--- config.mk ---
export PLATFORM = sky130hd
export DESIGN_NAME = irqc_cpu_port
export DESIGN_NICKNAME = d
export VERILOG_FILES = /design/src/rtl/irqc_pkg.sv /design/src/rtl/irqc_prio_stack.sv /design/src/rtl/irqc_sig_timer.sv /design/src/rtl/irqc_cpu_port.sv
export SDC_FILE = /design/constraint.sdc
export NUM_CORES = 1
export LEC_CHECK = 0
export BUFFER_PORTS_ARGS = -buffer_cell sky130_fd_sc_hd__buf_2
export CORE_ASPECT_RATIO = 0.7
export CORE_MARGIN = 1.5
export CORE_UTILIZATION = 40
export DETAILED_ROUTE_END_ITERATION = 16
export GPL_TIMING_DRIVEN = 0
export PLACE_DENSITY = 0.69
export SLEW_MARGIN = 5
export SYNTH_ARGS = -nofsm -noshare
export SYNTH_HDL_FRONTEND = slang
export SYNTH_SLANG_ARGS = --single-unit
--- constraint.sdc ---
create_clock -name clk -period 3.8 [get_ports clk]
set_clock_uncertainty 0.15 [all_clocks]
set_input_delay 0.38 -clock clk [delete_from_list [all_inputs] [get_ports clk]]
set_output_delay 0.38 -clock clk [all_outputs]
set_load 0.02 [all_outputs]
--- src/rtl/irqc_pkg.sv ---
package irqc_pkg;
  // Rising edges an offer must qualify before a request line asserts
  localparam int unsigned RAISE_CYCLES = 15;
  // Cycles a request line is held after an accepted acknowledge
  localparam int unsigned RELEASE_CYCLES = 3;
  // Saved-priority stack depth
  localparam int unsigned NEST_DEPTH = 8;

  typedef enum logic {
    COMPLETE_JOINT = 1'b0,
    COMPLETE_SPLIT = 1'b1
  } complete_mode_e;
endpackage

--- src/rtl/irqc_prio_stack.sv ---
module irqc_prio_stack #(
  parameter int unsigned DEPTH = 8,
  parameter int unsigned PW    = 8
) (
  input  logic          clk,
  input  logic          rst_n,
  input  logic          push,
  input  logic [PW-1:0] push_val,
  input  logic          pop,
  output logic [PW-1:0] top_val,
  output logic          empty,
  output logic          full
);
  localparam int unsigned CW = $clog2(DEPTH + 1);
  localparam int unsigned AW = (DEPTH > 1) ? $clog2(DEPTH) : 1;

  logic [PW-1:0] slot [DEPTH];
  logic [CW-1:0] used;
  logic [AW-1:0] rd_idx;

  assign empty   = (used == '0);
  assign full    = (used == CW'(DEPTH));
  assign rd_idx  = AW'(used - 1'b1);
  assign top_val = slot[rd_idx];

  always_ff @(posedge clk or negedge rst_n) begin
    if (!rst_n)                 used <= '0;
    else if (push && !full)     used <= used + 1'b1;
    else if (pop && !empty)     used <= used - 1'b1;
  end

  always_ff @(posedge clk) begin
    if (push && !full) slot[AW'(used)] <= push_val;
  end

  AST_NO_OVERFLOW:  assert property (@(posedge clk) disable iff (!rst_n) push |-> !full);
  AST_NO_UNDERFLOW: assert property (@(posedge clk) disable iff (!rst_n) pop |-> !empty);
endmodule

--- src/rtl/irqc_sig_timer.sv ---
module irqc_sig_timer #(
  parameter int unsigned RAISE   = 15,
  parameter int unsigned RELEASE = 3
) (
  input  logic clk,
  input  logic rst_n,
  input  logic qual,
  input  logic ack,
  input  logic fast_now,
  output logic irq_n,
  output logic fiq_n
);
  localparam int unsigned QW = $clog2(RAISE + 1);
  localparam int unsigned HW = $clog2(RELEASE + 1);

  logic [QW-1:0] qcnt;
  logic [HW-1:0] hold;
  logic          held_fast;
  logic          live;
  logic          holding;

  assign live    = (qcnt == QW'(RAISE));
  assign holding = (hold != '0);

  always_ff @(posedge clk or negedge rst_n) begin
    if (!rst_n) begin
      qcnt      <= '0;
      hold      <= '0;
      held_fast <= 1'b0;
    end else begin
      if (ack || !qual) qcnt <= '0;
      else if (!live)   qcnt <= qcnt + 1'b1;
      if (ack)          hold <= HW'(RELEASE);
      else if (holding) hold <= hold - 1'b1;
      if (ack)          held_fast <= fast_now;
    end
  end

  assign fiq_n = !((live && fast_now)  || (holding && held_fast));
  assign irq_n = !((live && !fast_now) || (holding && !held_fast));

  AST_RAISE_NEEDS_QUAL: assert property (@(posedge clk) disable iff (!rst_n)
    $rose(live) |-> $past(qual));
  AST_HOLD_AFTER_ACK: assert property (@(posedge clk) disable iff (!rst_n)
    ack |=> !(irq_n && fiq_n));
endmodule

--- src/rtl/irqc_cpu_port.sv ---
module irqc_cpu_port
  import irqc_pkg::*;
#(
  parameter int unsigned ID_W    = 10,
  parameter int unsigned PW      = 8,
  parameter int unsigned DEPTH   = NEST_DEPTH,
  parameter int unsigned RAISE   = RAISE_CYCLES,
  parameter int unsigned RELEASE = RELEASE_CYCLES
) (
  input  logic            clk,
  input  logic            rst_n,
  input  logic            hp_valid,
  input  logic [ID_W-1:0] hp_id,
  input  logic [PW-1:0]   hp_prio,
  input  logic            hp_grp0,
  input  logic            ctl_wr,
  input  logic            ctl_split,
  input  logic            ctl_fiq_en,
  input  logic            pmr_wr,
  input  logic [PW-1:0]   pmr_val,
  input  logic            ack_rd,
  output logic [ID_W-1:0] ack_id,
  input  logic            hppi_rd,
  output logic [ID_W-1:0] hppi_id,
  input  logic            eoi_wr,
  input  logic [ID_W-1:0] eoi_id,
  input  logic            dir_wr,
  input  logic [ID_W-1:0] dir_id,
  output logic            act_vld,
  output logic [ID_W-1:0] act_id,
  output logic            deact_vld,
  output logic [ID_W-1:0] deact_id,
  output logic [PW-1:0]   running_prio,
  output logic            irq_n,
  output logic            fiq_n
);
  localparam logic [ID_W-1:0] SPURIOUS = '1;
  localparam logic [PW-1:0]   IDLE_PRIO = '1;

  complete_mode_e mode;
  logic           fiq_en;
  logic [PW-1:0]  pmr;
  logic [PW-1:0]  saved_prio;
  logic           stk_empty, stk_full;
  logic           qual, ack_ok, eoi_ok;
  logic           deact_now;

  assign qual   = hp_valid && (hp_prio < pmr) && (hp_prio < running_prio) && !stk_full;
  assign ack_ok = ack_rd && qual;
  assign eoi_ok = eoi_wr && !ack_rd && !stk_empty;
  assign deact_now = (mode == COMPLETE_JOINT) ? eoi_ok : dir_wr;

  irqc_prio_stack #(.DEPTH(DEPTH), .PW(PW)) u_stack (
    .clk      (clk),
    .rst_n    (rst_n),
    .push     (ack_ok),
    .push_val (running_prio),
    .pop      (eoi_ok),
    .top_val  (saved_prio),
    .empty    (stk_empty),
    .full     (stk_full)
  );

  irqc_sig_timer #(.RAISE(RAISE), .RELEASE(RELEASE)) u_timer (
    .clk      (clk),
    .rst_n    (rst_n),
    .qual     (qual),
    .ack      (ack_ok),
    .fast_now (hp_grp0 && fiq_en),
    .irq_n    (irq_n),
    .fiq_n    (fiq_n)
  );

  always_ff @(posedge clk or negedge rst_n) begin
    if (!rst_n) begin
      mode         <= COMPLETE_JOINT;
      fiq_en       <= 1'b0;
      pmr          <= '0;
      running_prio <= IDLE_PRIO;
      ack_id       <= SPURIOUS;
      hppi_id      <= SPURIOUS;
      act_vld      <= 1'b0;
      act_id       <= '0;
      deact_vld    <= 1'b0;
      deact_id     <= '0;
    end else begin
      if (ctl_wr) begin
        mode   <= complete_mode_e'(ctl_split);
        fiq_en <= ctl_fiq_en;
      end
      if (pmr_wr)  pmr <= pmr_val;
      if (ack_rd)  ack_id <= ack_ok ? hp_id : SPURIOUS;
      if (hppi_rd) hppi_id <= hp_valid ? hp_id : SPURIOUS;
      act_vld <= ack_ok;
      if (ack_ok) act_id <= hp_id;
      deact_vld <= deact_now;
      if (deact_now) deact_id <= (mode == COMPLETE_JOINT) ? eoi_id : dir_id;
      if (ack_ok)      running_prio <= hp_prio;
      else if (eoi_ok) running_prio <= saved_prio;
    end
  end

  AST_ACK_RAISES_URGENCY: assert property (@(posedge clk) disable iff (!rst_n)
    act_vld |-> (running_prio < $past(running_prio)));
  AST_REFUSED_ACK_STABLE: assert property (@(posedge clk) disable iff (!rst_n)
    (ack_rd && !qual) |=> $stable(running_prio));
  AST_DROP_RESTORES_LOWER: assert property (@(posedge clk) disable iff (!rst_n)
    eoi_ok |=> (running_prio > $past(running_prio)));
  AST_DEACT_NEEDS_WRITE: assert property (@(posedge clk) disable iff (!rst_n)
    deact_vld |-> $past(eoi_wr || dir_wr));
endmodule

# --- Yosys cells after proc, flatten, opt, wreduce, memory -nomap -nowiden ---
# Memories as Yosys holds them, arrays and structs flattened.
# Cells that the tools add are included.
totals:
  output_inout_bits: 52
  word_cells: 67
  input_bits: 58
  ramBits: 64
  regBits: 71
  n_memories: 1
mem_list:
  columns: ["name", "depth", "width", "read_ports", "rd_clocked_by_memory_dff", "write_ports", "line", "text"]
  rows:
  - ["u_stack.slot", 8, 8, 1, 0, 1, "irqc_prio_stack.sv:17", "logic [PW-1:0] slot [DEPTH];"]
op_classes:
  n_addsub: 4
  n_reduce_logical: 29
  n_mux: 14
  n_lt_le_gt_ge: 2
  eq_ne: 3
op_table:
  columns: ["operator", "count"]
  rows:
  - ["2-to-1 mux 10 bit", 3]
  - ["< comparator 8 bit", 2]
  - ["2-to-1 mux 4 bit", 4]
  - ["2-to-1 mux 8 bit", 2]
  - ["logical AND 1 bit", 13]
  - ["adder 4 x 1 -> 4 bit, second input constant", 2]
  - ["equality test 4 bit, second input constant", 2]
  - ["zero test 1 bit", 8]
  - ["nonzero test 2 bit", 4]
  - ["zero test 4 bit", 1]
  - ["2-to-1 mux 2 bit", 2]
  - ["subtractor 4 x 1 -> 4 bit, second input constant", 1]
  - ["logical OR 1 bit", 3]
  - ["2-to-1 mux 1 bit", 3]
  - ["!= test 2 bit, second input constant", 1]
  - ["subtractor 2 x 1 -> 2 bit, second input constant", 1]

# --- Depth between registers and ports, before layout ---
logic_depth:
  word_depth: 8
  depth_mapped: 11
  mapped_depth_nobuf: 9

# --- By module ---
# A second synthesis with hierarchy kept.
unflattened:
  cells_unflattened: 444
  area_unflattened_um2: 6093.3
modules_own_cells:
  columns: ["mod", "area_per_inst_um2", "seq_area_each_um2", "cells_each", "instances"]
  rows:
  - ["irqc_cpu_port", 2867.8, 1536.5, 262, 1]
  - ["irqc_prio_stack", 2849.0, 2021.9, 147, 1]
  - ["irqc_sig_timer", 376.6, 175.2, 35, 1]

# --- Worst setup path before layout ---
# OpenSTA, ideal clock, no wires.
synth_timing:
  kind: "register to register"
  startpoint: "reg running_prio[1]"
  endpoint: "mem u_stack.slot[1][0] (enable)"
  stages_incl_launch_ff: 9
  arrival_ps: 2351
  slack_ps: 920
  setup_ps: 380
  path_buffers: 2
  required_ps: 3270
  cell_sequence: "dfstp_2 inv_1 ha_1 a2111oi_4 o21a_1 nand3_2 buf_6 buf_6 nor4_2"
synth_between:
  elab_chain_cells: 7
synth_rtl:
  columns: ["item", "line", "text"]
  rows:
  - ["from (decl)", "irqc_cpu_port.sv:33", "output logic [PW-1:0] running_prio,"]
  - ["from (signal assigned)", "irqc_cpu_port.sv:98", "if (ack_ok) running_prio <= hp_prio;"]
  - ["from (signal assigned)", "irqc_cpu_port.sv:99", "else if (eoi_ok) running_prio <= saved_prio;"]
  - ["< comparator 8 bit", "irqc_cpu_port.sv:48", "assign qual = hp_valid && (hp_prio < pmr) && (hp_prio < running_prio) && !stk_full;"]
  - ["logical AND 1 bit (2 in a row)", "irqc_cpu_port.sv:48", null]
  - ["logical AND 1 bit", "irqc_cpu_port.sv:49", "assign ack_ok = ack_rd && qual;"]
  - ["logical AND 1 bit", "irqc_prio_stack.sv:33", "if (push && !full) slot[AW'(used)] <= push_val;"]
  - ["2-to-1 mux 1 bit", "irqc_prio_stack.sv:33", null]
  - ["2-to-1 mux 1 bit (not written as such)", "irqc_prio_stack.sv:33", null]
  - ["to (decl)", "irqc_prio_stack.sv:17", null]
# No other way between the ends.

# --- Worst setup path in the final report ---
layout_timing:
  startpoint: "reg u_stack.used[0]"
  endpoint: "mem u_stack.slot[1][0] (enable)"
layout_between:
  elab_chain_cells: 7
layout_rtl:
  columns: ["item", "line", "text"]
  rows:
  - ["from (decl)", "irqc_prio_stack.sv:18", "logic [CW-1:0] used;"]
  - ["from (signal assigned)", "irqc_prio_stack.sv:28", "else if (push && !full) used <= used + 1'b1;"]
  - ["from (signal assigned)", "irqc_prio_stack.sv:29", "else if (pop && !empty) used <= used - 1'b1;"]
  - ["equality test 4 bit", "irqc_prio_stack.sv:22", "assign full = (used == CW'(DEPTH));"]
  - ["zero test 1 bit", "irqc_prio_stack.sv:33, irqc_cpu_port.sv:48", null]
  - ["logical AND 1 bit", "irqc_cpu_port.sv:48", null]
  - ["logical AND 1 bit", "irqc_cpu_port.sv:49", null]
  - ["logical AND 1 bit", "irqc_prio_stack.sv:33", null]
  - ["2-to-1 mux 1 bit", "irqc_prio_stack.sv:33", null]
  - ["2-to-1 mux 1 bit (not written as such)", "irqc_prio_stack.sv:33", null]
# Parallel ways exist; a longest one is shown, timed or not.

==> impl_metrics.json <==
{
  "drv_cap": 0,
  "min_from": "pmr_val[3]",
  "initial_utilization_pct": 41.7,
  "syn_inst": 469,
  "synth_area_um2": 5920,
  "cts_buffer_depth": 2,
  "fin_setup_tns_ns": 0,
  "drc": 0,
  "cp_slowest_cell": "nor4_2",
  "regArea_um2": 3730,
  "antenna_cells": 0,
  "drv_slew": 0,
  "total_power_mw": 5.61,
  "grt_pass1_vias": 4254,
  "p_per_area_nw_per_um2": 768,
  "die-area_um2": 15600,
  "antenna_found_initial": 0,
  "max_freq_mhz": 284,
  "ctsRootBufferMaster": "clkbuf_16",
  "area_growth_pct": 23.3,
  "wire_per_inst_um": 17.8,
  "critPathMostFrequentCell": "buf_6",
  "dp_hpwl_mm": 10.1,
  "worst_pin_slew_ns": 1.10,
  "grt_pass1_wl_mm": 22.9,
  "path_cells": "clkbuf_2, clkinv_1, ha_1, nand3b_1, nand3_1, a21oi_1, nand3_2, buf_6, buf_6, nor4_2",
  "critical-path-top-delay-family": "simple AND/OR/NAND/NOR gates",
  "critical_path.max_stage_delay_ns": 0.83,
  "syn_area_per_cell_um2": 12.6,
  "grt.overflow.total": 0,
  "final_antenna_net_count": 0,
  "vias_per_cell": 5.15,
  "fill_cells": 1232,
  "endpoint_kind": "flop",
  "synth_area_leader_cell": "edfxtp_1",
  "cts_tree": "yes",
  "path_max_fanout": 10,
  "via_count": 4122,
  "cp-start-kind": "flop",
  "peakVddDrop_mv": 0.408,
  "drt_pass1_iterations": 5,
  "drt_wl_total_mm": 14.2,
  "rows": 36,
  "synth-seq-cells": 135,
  "cts_setup_buffers": 0,
  "fin_nets": 674,
  "multi_input_area_um2": 1940,
  "hold_class": "input port to flop",
  "reg2reg_from": "u_stack.used[0]",
  "drtIter0Drc": 296,
  "max_slew_margin_pct": 26.1,
  "synth.net_count": 545,
  "postSynth.asyncResetShare_pct": 52.6,
  "h-tree-depth": 4,
  "synthTopCellsByArea": "edfxtp_1 32%, dfrtp_1 18%, dfstp_2 12%",
  "setup_viol": 0,
  "drive_gt1_share_pct": 36.0,
  "grt_max_degree": 54,
  "critPathRequiredTime_ns": 3.68,
  "crit_start": "u_stack.used[0]",
  "period_share_pct": 92.8,
  "outcome": "completed",
  "ys_seq_area_share_pct": 63.0,
  "clk_pin_slew_ns": 0.06,
  "clock_latency_ns": 0.42,
  "power_leakage_nw": 3.05,
  "io_pins": 110,
  "cts-resized-gates": 0,
  "routabilityCongestion": 0.813,
  "finalCriticalPeriod_ns": 3.52,
  "die_h_um": 105,
  "rsz0062_at_grt": "false",
  "cts_buffers": 17,
  "worstPathArrival_ns": 3.40,
  "yosysUniqueCellTypes": 42,
  "grt_usage_pct": 19.2,
  "yosys_warnings": 0,
  "die_x_um": 148,
  "synth_flop_cell": "edfxtp_1",
  "critPathBufInv": 4,
  "yosysTopAreaCellShare_pct": 32.5,
  "synth_edf_count": 64,
  "clock_sinks": 135,
  "finalHoldViolCount": 0,
  "path_class": "flop to flop",
  "io_buffers": 108,
  "fp.coreArea_um2": 14200
}
-- worst register-to-register path, stage by stage, from the launching register on --
cell	delay, ns
dfrtp_1	0.35
clkbuf_2	0.22
clkinv_1	0.29
ha_1	0.36
nand3b_1	0.15
nand3_1	0.09
a21oi_1	0.20
nand3_2	0.17
buf_6	0.19
buf_6	0.15
nor4_2	0.83
-- cells in the mapped netlist (7+ instances only) --
library cell / instances
edfxtp_1: 64
dfrtp_1: 43
nor2_1: 39
nand2_1: 38
mux2_2: 35
inv_1: 32
dfstp_2: 28
o21ai_0: 22
a31oi_1: 21
ha_1: 18
o22ai_1: 16
a21oi_1: 15
clkbuf_1: 13
mux2i_1: 11
o21a_1: 9
nand3_1: 7
o311ai_0: 7
-- layout make-up --
| cell class | instances | share of cell area, % |
|---|---|---|
| Sequential cell | 135 | 51.1 |
| Multi-Input combinational cell | 277 | 26.6 |
| Timing Repair Buffer | 110 | 7.95 |
| Clock buffer | 22 | 6.80 |
| Tap cell | 190 | 3.26 |
| Inverter | 33 | 1.70 |
| Buffer | 24 | 1.66 |
| Clock inverter | 10 | 0.908 |
-- sequential cells by signal (all words and copies together) (netlist names), 2 cells and up --
signal and count:
ack_id 10, act_id 10, deact_id 10, hppi_id 10, pmr 8, running_prio 8
u_stack.slot 64, u_stack.used 4, u_timer.hold 2, u_timer.qcnt 4
-- metal layers --
layer | share of wire (%) | vias up | track usage [%] | wire (µm)
li1 | - | 1967 | - | -
met1 | 48 | 2025 | 27.4 | 6850
met2 | 45 | 124 | 29.3 | 6440
met3 | 6.0 | 6 | 4.93 | 852
met4 | 0.60 | 0 | 4.81 | 86
met5 | 0 | - | 0 | 0
-- power breakdown --
part           switching, mW  total (mW)  internal (mW)
clock                  0.623        1.55          0.929
sequential             0.275        2.20           1.92
combinational           1.11        1.86          0.751
-- path summary, 6_finish.rpt --
kind | to | slack (ns) | cells after the start
min in group asynchronous | act_id[4] | 0.22 | 2
min reg2reg | hppi_id[7] | 0.34 | 2
max reg2reg | u_stack.slot[1][0] | 0.28 | 10
max in group asynchronous | ack_id[2] | 2.68 | 3
min | pmr[3] | 0.02 | 3
max | u_stack.slot[1][0] | 0.28 | 10
-- timing repair --
| action | CTS | global route |
|---|---|---|
| endpoints found under the hold margin | 18 | 0 |
| endpoints found under the setup margin | 0 | 0 |
| hold buffers | 1 | 0 |
-- metrics by stage --
| step | setup WS (ns) | instance area, µm² | hold WS (ns) | cells | utilization (%) |
|---|---|---|---|---|---|
| finish | 0.275 | 7300 | 0.0247 | 801 | 51.5 |
| global route | 0.0760 | 7300 | 0.0416 | 801 | 51.5 |
| CTS | 0.276 | 7300 | 0.0254 | 801 | 51.5 |
| detailed placement | 0.282 | 6730 | 0.125 | 768 | 47.4 |
| global placement | 0.433 | 6700 | 0.314 | 767 | 47.2 |
| floorplan | 0.920 | 5920 | -0.0656 | 469 | - |
-- placed cells by master (no fill, tap or decap), types with 2 or more instances in the layout --
cell,instances
xor2_1,3
nand4_1,3
clkbuf_1,15
a31oi_1,21
o21a_1,9
clkbuf_16,19
nand2_1,38
nor3_1,3
ha_1,18
o311ai_0,7
edfxtp_1,64
nand3_1,7
and4_1,4
buf_2,113
nor4_2,4
nor3b_1,3
xnor2_1,4
o22ai_1,16
dfrtp_1,43
buf_6,3
mux2i_1,11
nor2_1,39
inv_4,4
dfstp_2,28
o21ai_0,22
o211ai_1,2
and3_1,2
clkinv_2,3
a21oi_1,15
inv_1,32
mux2_2,35
clkinv_4,3
-- cells by family (layout without fill, tap and decap cells) --
family                     after synthesis  after routing  synth area share (%)
DFF                                    135            135                  63.0
and+or+nand+nor                        108            108                  8.83
AOI/OAI and AO/OA                       98             98                  10.6
buffers and inverters                   57            199                  4.14
muxes                                   46             46                  8.51
adders and majority gates               18             18                  3.80
xor gates and xnor gates                 7              7                  1.04
Power figures use the tool's default switching activity.
